$ cat src/rtl/cec_bit_rx.sv
module cec_bit_rx #(
  parameter int T_SMP0       = 1000,
  parameter int T_SMP1       = 1050,
  parameter int T_SMP2       = 1100,
  parameter int T_LOW_MAX    = 1700,
  parameter int T_ACK        = 1500,
  parameter int T_ST_LO_MIN  = 3500,
  parameter int T_ST_LO_MAX  = 3900,
  parameter int T_ST_PER_MIN = 4300,
  parameter int T_ST_PER_MAX = 4700
) (
  input  logic       clk,
  input  logic       rst_n,
  input  logic       tick_us,
  input  logic       cec_in,
  output logic       cec_pull,
  input  logic       ctl_we,
  input  logic [5:0] ctl_wd,
  output logic [5:0] ctl_q,
  output logic [7:0] rx_byte,
  output logic       rx_eom,
  output logic       rx_valid,
  output logic       rx_done,
  output logic       rx_err,
  output logic [1:0] rx_err_code
);

  localparam int CW = $clog2(T_ST_PER_MAX + 2);
  localparam logic [CW-1:0] K_TOP  = CW'(T_ST_PER_MAX + 1);
  localparam logic [CW-1:0] K_ONE  = CW'(1);
  localparam logic [CW-1:0] K_S0   = CW'(T_SMP0);
  localparam logic [CW-1:0] K_S1   = CW'(T_SMP1);
  localparam logic [CW-1:0] K_S2   = CW'(T_SMP2);
  localparam logic [CW-1:0] K_LOW  = CW'(T_LOW_MAX);
  localparam logic [CW-1:0] K_ACK  = CW'(T_ACK);
  localparam logic [CW-1:0] K_LMIN = CW'(T_ST_LO_MIN);
  localparam logic [CW-1:0] K_LMAX = CW'(T_ST_LO_MAX);
  localparam logic [CW-1:0] K_PMIN = CW'(T_ST_PER_MIN);
  localparam logic [CW-1:0] K_PMAX = CW'(T_ST_PER_MAX);

  typedef enum logic [1:0] {S_IDLE, S_ST_LO, S_ST_HI, S_BIT} st_t;

  st_t           st;
  logic [CW-1:0] cnt;
  logic [3:0]    bidx;
  logic          smp_done, s0, s1, eom_q, acked, cec_d;
  logic [7:0]    shreg;
  logic          en, busy, chk_st, chk_lo, chk_sm, srst_q;

  logic          fall, rise, in_data, hit0, hit1, hit2, hit_ack;
  logic [CW-1:0] cnt_n;
  logic          err_now;
  logic [1:0]    err_c;

  assign fall    = cec_d & ~cec_in;
  assign rise    = ~cec_d & cec_in;
  assign cnt_n   = (cnt == K_TOP) ? cnt : cnt + K_ONE;
  assign hit0    = tick_us && cnt_n == K_S0;
  assign hit1    = tick_us && cnt_n == K_S1;
  assign hit2    = tick_us && cnt_n == K_S2;
  assign hit_ack = tick_us && cnt_n == K_ACK;
  assign in_data = st == S_BIT && bidx <= 4'd8;
  assign ctl_q   = {srst_q, chk_sm, chk_lo, chk_st, busy, en};

  always_comb begin
    err_now = 1'b0;
    err_c   = 2'd0;
    if (st == S_ST_LO && chk_st &&
        ((rise && (cnt < K_LMIN || cnt > K_LMAX)) || (!cec_in && cnt > K_LMAX))) begin
      err_now = 1'b1;
      err_c   = 2'd1;
    end else if (st == S_ST_HI && chk_st &&
        ((fall && (cnt < K_PMIN || cnt > K_PMAX)) || (cec_in && cnt > K_PMAX))) begin
      err_now = 1'b1;
      err_c   = 2'd1;
    end else if (in_data && chk_lo && !cec_in && !fall && cnt > K_LOW) begin
      err_now = 1'b1;
      err_c   = 2'd2;
    end else if (in_data && chk_sm && !smp_done && hit2 && (s0 != s1 || s1 != cec_in)) begin
      err_now = 1'b1;
      err_c   = 2'd3;
    end
  end

  always_ff @(posedge clk or negedge rst_n) begin
    if (!rst_n) begin
      st <= S_IDLE; cnt <= '0; bidx <= '0; smp_done <= 1'b0;
      s0 <= 1'b0; s1 <= 1'b0; eom_q <= 1'b0; acked <= 1'b0; cec_d <= 1'b0;
      shreg <= '0; en <= 1'b0; busy <= 1'b0; chk_st <= 1'b0; chk_lo <= 1'b0;
      chk_sm <= 1'b0; srst_q <= 1'b0; cec_pull <= 1'b0; rx_byte <= '0;
      rx_eom <= 1'b0; rx_valid <= 1'b0; rx_done <= 1'b0; rx_err <= 1'b0;
      rx_err_code <= '0;
    end else if (ctl_we && ctl_wd[5]) begin
      st <= S_IDLE; cnt <= '0; bidx <= '0; smp_done <= 1'b0;
      s0 <= 1'b0; s1 <= 1'b0; eom_q <= 1'b0; acked <= 1'b0; cec_d <= 1'b0;
      shreg <= '0; en <= 1'b0; busy <= 1'b0; chk_st <= 1'b0; chk_lo <= 1'b0;
      chk_sm <= 1'b0; srst_q <= 1'b1; cec_pull <= 1'b0; rx_byte <= '0;
      rx_eom <= 1'b0; rx_valid <= 1'b0; rx_done <= 1'b0; rx_err <= 1'b0;
      rx_err_code <= '0;
    end else begin
      srst_q   <= 1'b0;
      rx_valid <= 1'b0;
      rx_done  <= 1'b0;
      rx_err   <= 1'b0;
      cec_d    <= cec_in;
      if (ctl_we) {chk_sm, chk_lo, chk_st, busy, en} <= ctl_wd[4:0];
      if (tick_us) cnt <= cnt_n;
      if (err_now) begin
        rx_err      <= 1'b1;
        rx_err_code <= err_c;
        st          <= S_IDLE;
        cec_pull    <= 1'b0;
      end else begin
        case (st)
          S_IDLE: if (en && fall) begin
            st  <= S_ST_LO;
            cnt <= '0;
          end
          S_ST_LO: if (rise) st <= S_ST_HI;
          S_ST_HI: if (fall) begin
            st       <= S_BIT;
            cnt      <= '0;
            bidx     <= 4'd0;
            smp_done <= 1'b0;
          end
          S_BIT: begin
            if (fall && smp_done) begin
              cnt      <= '0;
              smp_done <= 1'b0;
              bidx     <= bidx + 4'd1;
              if (bidx == 4'd8) begin
                acked    <= !busy;
                cec_pull <= !busy;
              end
            end else if (!smp_done && bidx == 4'd9) begin
              if (hit_ack) begin
                cec_pull <= 1'b0;
                smp_done <= 1'b1;
                bidx     <= 4'hF;
                if (acked) begin
                  rx_valid <= 1'b1;
                  rx_byte  <= shreg;
                  rx_eom   <= eom_q;
                end
                if (eom_q) begin
                  st <= S_IDLE;
                  if (acked) begin
                    rx_done <= 1'b1;
                    en      <= 1'b0;
                  end
                end
              end
            end else if (!smp_done) begin
              if (hit0) s0 <= cec_in;
              if (hit1) begin
                s1 <= cec_in;
                if (bidx < 4'd8) shreg <= {shreg[6:0], cec_in};
                else eom_q <= cec_in;
              end
              if (hit2) smp_done <= 1'b1;
            end
          end
          default: st <= S_IDLE;
        endcase
      end
    end
  end

  p_srst_pulse_r1: assert property (@(posedge clk) disable iff (!rst_n)
    srst_q |=> !srst_q);
  p_start_code_r3: assert property (@(posedge clk) disable iff (!rst_n)
    (rx_err && rx_err_code == 2'd1) |-> $past(chk_st));
  p_pull_in_slot_r7: assert property (@(posedge clk) disable iff (!rst_n)
    cec_pull |-> (st == S_BIT && bidx == 4'd9));
  p_pull_free_r8: assert property (@(posedge clk) disable iff (!rst_n)
    $rose(cec_pull) |-> $past(!busy));
  p_done_clears_r9: assert property (@(posedge clk) disable iff (!rst_n)
    rx_done |-> !en);
  p_done_final_r10: assert property (@(posedge clk) disable iff (!rst_n)
    rx_done |-> (rx_valid && rx_eom));
  p_err_alone_r11: assert property (@(posedge clk) disable iff (!rst_n)
    rx_err |-> (rx_err_code != 2'd0 && !rx_valid && !rx_done));

endmodule

$ cat config.mk
export PLATFORM = sky130hd
export DESIGN_NAME = cec_bit_rx
export DESIGN_NICKNAME = d
export VERILOG_FILES = /design/src/rtl/cec_bit_rx.sv
export SDC_FILE = /design/constraint.sdc
export NUM_CORES = 1
export LEC_CHECK = 0
export BUFFER_PORTS_ARGS = -buffer_cell sky130_fd_sc_hd__buf_2
export CAP_MARGIN = 20
export CORE_ASPECT_RATIO = 0.9
export CORE_MARGIN = 5
export CORE_UTILIZATION = 53
export CTS_BUF_LIST = sky130_fd_sc_hd__clkbuf_16
export CTS_CLUSTER_SIZE = 20
export DETAILED_ROUTE_END_ITERATION = 6
export HOLD_SLACK_MARGIN = 0.1
export PLACE_DENSITY = 0.76
export SYNTH_ARGS = -nofsm -noshare
export SYNTH_HDL_FRONTEND = slang
export SYNTH_SLANG_ARGS = --single-unit
$ cat constraint.sdc
create_clock -name clk -period 2.8 [get_ports clk]
set_clock_uncertainty 0.15 [all_clocks]
set_input_delay 0.14 -clock clk [delete_from_list [all_inputs] [get_ports clk]]
set_output_delay 0.14 -clock clk [all_outputs]
set_load 0.03 [all_outputs]
After elaboration in Yosys (flattened, before gate mapping):

Index checks and enable logic that the tools add are counted.

* logic and storage cells: 259
* bits in registers: 54
* input port bits: 11

* reduce and logical (&&, ||, !) cells: 60
* muxes and demuxes: 134
* magnitude comparators: 7
* bitwise gates (word level): 4
* eq/ne operators: 29
* add/subtract/negate cells: 2

Operators by type and width (count)
* $mux 8: 15
* $mux 13: 7
* $mux 1: 87
* $eq 13x11->1 const B: 3
* $pmux 13 s3: 1
* $mux 2: 15
* $logic_and 1x1->1: 25
* $mux 4: 6
* $reduce_bool 2->1: 11
* $reduce_and 7->1: 3
* $ne 4x3->1 const B: 5
* $reduce_and 6->1: 3
* $add 13x1->13 const B: 1
* $eq 13x10->1 const B: 1
* $eq 13x13->1 const B: 1
* $gt 13x11->1 const B: 1
* $gt 13x12->1 const B: 1
* $gt 13x13->1 const B: 1
* $lt 13x12->1 const B: 1
* $lt 13x13->1 const B: 1
* $reduce_and 4->1: 3
* $eq 4x4->1 const B: 2
* $ne 4x2->1 const B: 2
* $ne 4x4->1 const B: 2
* other kinds (22): 38

Longest topological paths before layout:

* depth in word-level cells: 12
* mapped depth: 12

Worst setup path before layout:

OpenSTA, ideal clock, no wires.

* path kind: register to register
* start: reg cnt[7]
* end: reg rx_byte[2]
* data required time: 2.518 ns
* path slack: -0.250 ns
* period minus slack after synthesis: 3.050 ns
* buffers on the path: 2
* arrival time: 2.768 ns
* stages on the path, launching flop included: 11
* path through: dfrtp_1 > buf_6 > or4_4 > nor3_4 > mux2_4 > or2_2 > nor4_4 > nand4_2 > buf_6 > mux2i_1 > nor2_1

* word-level cells in the longest chain between the ends: 12

Ends and longest elaborated chain
* from (decl): line 44 `logic [CW-1:0] cnt;`
* from (signal assigned): line 107 `if (tick_us) cnt <= cnt_n;`
* $add 13x1->13 or $eq 13x13->1 (tied branches): line 57 `assign cnt_n = (cnt == K_TOP) ? cnt : cnt + K_ONE;`
* $mux 13: line 57
* $eq 13x11->1: line 60 `assign hit2 = tick_us && cnt_n == K_S2;`
* $logic_and 1x1->1: line 60
* $logic_and 1x1->1 (2 in a row): line 79 `end else if (in_data && chk_sm && !smp_done && hit2 && (s0 != s1 || s1 != cec_in)) begin`
* $mux 1: line 79
* $mux 1: line 76 `end else if (in_data && chk_lo && !cec_in && !fall && cnt > K_LOW) begin`
* $mux 1: line 72 `end else if (st == S_ST_HI && chk_st &&`
* $mux 1: line 68 `if (st == S_ST_LO && chk_st &&`
* $ne 2x1->1 (no line)
* $reduce_and 6->1 (no line) *
* to (signal assigned): line 142 `rx_byte <= shreg;`
* to (decl): line 20 `output logic [7:0] rx_byte,`

Every way passes the cells marked *; elsewhere a longest branch is shown, timed or not.
A chain may end at the register's enable or synchronous reset.

Final worst setup path:

* start: reg cnt[0]
* end: reg shreg[4]

* word-level cells in the longest chain between the ends: 12

Ends and longest elaborated chain
* $add 13x1->13 or $eq 13x13->1 (tied branches): line 57
* $mux 13: line 57
* $eq 13x11->1: line 60
* $logic_and 1x1->1: line 60
* $logic_and 1x1->1 (2 in a row): line 79
* $mux 1: line 79
* $mux 1: line 76
* $mux 1: line 72
* $mux 1: line 68
* $ne 2x1->1 (no line)
* $reduce_and 7->1 (no line) *
* to (signal assigned): line 157 `if (bidx < 4'd8) shreg <= {shreg[6:0], cec_in};`
* to (decl): line 47 `logic [7:0] shreg;`

Marks and branches as above.

==> parameters.txt <==
Parameter                              Value

Floorplan
  Starting density of the core ... 0.547
  Core region area ... ~0.0066 sq mm
  DIE HEIGHT ... 88.2 microns
  Die Footprint ... 0.00855 sq mm
  Horiz. Die Dim ... between 90 and 100 microns
  I/O pin cnt ... 32
  Number of placement rows ... 28

Finish
  Post-Layout Cell Count ... 566
  Count of fill cells added during filler insertion ... 465
  Share of layout cells above drive strength 1 ... 0.351
  Diodes inserted ... 0
  Seq. cell area ... 0.00136 sq mm
  Layout Nets ... a little under 500
  Multi-input gate area ... 0.00217 sq mm
  Area Overhead vs Synth ... 30.5%
  Fraction of the core area covered by cells at the end of the flow ... 0.714

Setup path
  Worst setup EP type ... register
  Critical path fanouts, max ... 9
  Required time of the critical path ... 2.82 ns
  Data arrival time at the worst-slack endpoint ... 2.90 ns
  Category of the critical setup timing path ... reg -> reg
  CP startpoint kind ... register

Timing
  Final worst path period share ... 1.03
  Final setup margin ... -0.0811 ns
  Clock period minus worst slack ... 2.88 ns
  Setup repair after global routing missed its margin ... true
  Final-report max-slew violation count ... 0
  Final hold violation count ... 0
  Final setup violation count ... 26
  Max_slew headroom ... 0.479
  Worst Tran Pin Value ... between 0.7 and 0.8 ns
  Maximum operating frequency ... 347 MHz

Min path
  Type of the most critical hold path ... in -> reg

Route
  Ratio of routed vias to standard cells ... 6.04
  Total Routed Length ... 10.4 mm
  Antenna violation net count after detailed routing ... 0
  Via count of the routed design ... ~3400
  Final routed wire length divided by cell count ... 18.4 microns
  DRC ... 0
  Drt initial violations ... 307
  Iteration count of the initial detailed-routing pass ... 5

Yosys
  Post-synthesis cell area ... 0.00360 sq mm
  Async set-reset flop share out of synthesis ... 1.00
  Number of storage elements in the synthesis netlist ... between 50 and 60
  Synthesized-area fraction occupied by xor and xnor cells ... 0.0361
  Multiplexer fraction of the synthesized cell area ... 0.0659
  Mean area per synthesized cell ... about 9.4 sq um
  Number of instances in the synthesized netlist ... 384
  Number of flops mapped to enable cells by yosys ... 0
  Part of the Yosys area used for sequential elements ... 0.375
  Adder-cell share of the synthesized area ... 0.0382
  Number of library cell types mapped by synthesis ... 76
  Warning count from the yosys run ... 0
  Synth Area in Simple Gates ... 0.242
  Largest family of logic cells by synthesized area ... simple AND/OR/NAND/NOR gates
  Most area-consuming cells after synthesis ... sky130_fd_sc_hd__dfrtp_1 (37%), sky130_fd_sc_hd__mux2i_1 (5.6%), sky130_fd_sc_hd__nor2_1 (5.1%), sky130_fd_sc_hd__ha_1 (3.8%), sky130_fd_sc_hd__nand2_1 (3.2%)
  Top cell type's share of synthesized area ... 0.375
  Predominant post-synthesis flop cell ... sky130_fd_sc_hd__dfrtp_1
  Leading area contributor after synthesis ... sky130_fd_sc_hd__dfrtp_1
  Post-Synthesis Net Count ... slightly above 400
  Area fraction in compound gates after synthesis ... 0.156

Pwr
  Sequential fraction of design power ... 0.376
  Fraction of power consumed by combinational cells ... 0.351
  Cell Int Power ... 0.00150 W
  Leakage power ... approximately 2.2 nW
  Net switching component of the power ... 0.000814 W
  Proportion of total power due to net switching ... 0.351
  Clock network power share ... 0.273
  Worst VDD drop ... 0.000325 V
  Pwr/cell area ... 492 mW/mm^2

CTS
  Total clock buffers created by CTS ... 5
  Clock buffer depth ... 2
  CTS clk-pin slew, worst paths ... 0.08 ns
  Clock tree from TritonCTS ... done
  Number of H-tree levels ... 2
  Latest clock arrival within the worst-skew pair ... approximately 0.30 ns
  Root Driver ... sky130_fd_sc_hd__clkbuf_16
  Clock Sinks ... 54

Flow run
  # Max-Cap Violations ... 0

Placed design
  Setup slack after placement ... -0.129 ns
  Gpl congestion ... 0.968
  Count of input and output buffers ... 31
  Number of placed instances, taps included ... 537
  Half-perimeter wire length after detailed placement ... around 7 mm

GRT
  Number of antenna violations at the first check in global routing ... 0
  Global-route wire length before repair ... 16.2 mm
  Number of global-route vias before repair ... 3247
  Global-route congestion overflow total ... 0
  Maximum number of pins on one net before global-route repair ... 34
  Aggregate global-route resource usage ... 0.236

Status
  Violations in the final reports ... negative setup slack
  Run status ... finished with violations
==> worst paths after layout <==
check	startpoint	end	slack [ns]	depth (start not counted)
hold / removal	ctl_we	en$_DFF_PN0_	0.13	4
setup / recovery	cnt[0]$_DFF_PN0_	shreg[4]$_DFFE_PN0P_	-0.08	11
hold reg to reg	rx_byte[5]$_DFFE_PN0P_	rx_byte[5]$_DFFE_PN0P_	0.38	2
setup reg to reg	cnt[0]$_DFF_PN0_	shreg[4]$_DFFE_PN0P_	-0.08	11
max in group asynchronous	rst_n	cnt[2]$_DFF_PN0_	1.52	3
min in group asynchronous	rst_n	cnt[3]$_DFF_PN0_	0.30	2
==> metal layers <==
metal,up-vias,routed length (microns),GRT usage
met3,18,803,0.0426
met2,160,4950,0.385
met1,1689,4520,0.333
met5,-,0,0
li1,1550,-,-
met4,0,129,0.0497
==> layout by cell type, fill, tap and decap left out, drive strengths merged, types with 4 or more instances in the layout <==
master       synthesis  final
nand2               31     31
a21oi                9      9
nand3               12     12
inv                 18     19
and4b                4      4
nor2                49     49
a211oi              11     11
dfrtp               54     54
or3                  5      5
o21ai               15     15
dlygate4sd3          0     14
nand4               12     12
nor4                10     10
nor2b                5      5
ha                  11     11
nor3                14     14
xor2                 6      6
mux2i               20     20
clkbuf               8      5
xnor2                8      8
buf                 21    100
o211ai               4      4
==> registers in the layout (all words and copies together) (netlist names), 2 cells and up <==
signal	flops
shreg	8
rx_byte	8
st	2
bidx	4
cnt	13
rx_err_code	2
==> cell families after synthesis <==
family,count (synthesis)
and+or+nand+nor,160
AOI/OAI and AO/OA,74
DFF,54
buffers and inverters,48
muxes,23
xor gates and xnor gates,14
adders and majority gates,11
==> power groups by stage <==
stage / combinational, W / clock (W) / sequential (W)
finish: 0.000812 / 0.000633 / 0.000871
CTS: 0.000716 / 0.000641 / 0.000869
global placement: 0.000651 / 0 / 0.000879
global route: 0.000869 / 0.000679 / 0.000876
detailed placement: 0.000675 / 0 / 0.000883
floorplan: 0.000436 / 0 / 0.000870
==> worst max-delay path, stage by stage, from the launching register on <==
cell,delay (ns)
sky130_fd_sc_hd__dfrtp_1,0.40
sky130_fd_sc_hd__ha_1,0.22
sky130_fd_sc_hd__nand4b_1,0.17
sky130_fd_sc_hd__buf_4,0.17
sky130_fd_sc_hd__o31a_2,0.25
sky130_fd_sc_hd__nand4_1,0.15
sky130_fd_sc_hd__nor4_2,0.36
sky130_fd_sc_hd__and4b_1,0.26
sky130_fd_sc_hd__nor2b_1,0.17
sky130_fd_sc_hd__buf_6,0.18
sky130_fd_sc_hd__mux2i_1,0.21
sky130_fd_sc_hd__nor2_1,0.05
==> synthesized netlist by cell type (10+ instances only) <==
cell type	instances
sky130_fd_sc_hd__mux2i_1	20
sky130_fd_sc_hd__a211oi_1	11
sky130_fd_sc_hd__nor2_1	49
sky130_fd_sc_hd__nor3_1	13
sky130_fd_sc_hd__o21ai_0	13
sky130_fd_sc_hd__nand2_1	31
sky130_fd_sc_hd__inv_1	18
sky130_fd_sc_hd__dfrtp_1	54
sky130_fd_sc_hd__ha_1	11
sky130_fd_sc_hd__nand4_1	10
sky130_fd_sc_hd__nand3_1	12
==> what timing repair did <==
item,in CTS,in global routing
setup buffers,3,7
hold buffers,14,0
hold endpoints to repair,39,0
setup endpoints to repair,37,39
gates resized for setup,15,35
pin swaps,4,17
==> layout make-up <==
cell class | instances | share of cell area
multi-input combinational | 282 | 0.461
sequential | 54 | 0.288
timing repair buffer | 114 | 0.182
clock buffer | 5 | 0.0266
tap | 90 | 0.0239
inverter | 18 | 0.0144
clock inverter | 3 | 0.00425
==> per-stage QoR <==
| step | hold WS (ns) | area, sq um | power, W | setup TNS [ns] |
|---|---|---|---|---|
| finish | 0.132 | 4710 | 0.00232 | -1.10 |
| detailed placement | 0.112 | 4140 | 0.00156 | -2.51 |
| global route | 0.152 | 4710 | 0.00242 | -4.84 |
| CTS | 0.109 | 4510 | 0.00223 | -0.294 |
| floorplan | -0.306 | 3640 | 0.00131 | 0 |
| global placement | 0.100 | 4140 | 0.00153 | -0.451 |
(Power assumes the default switching activity.)
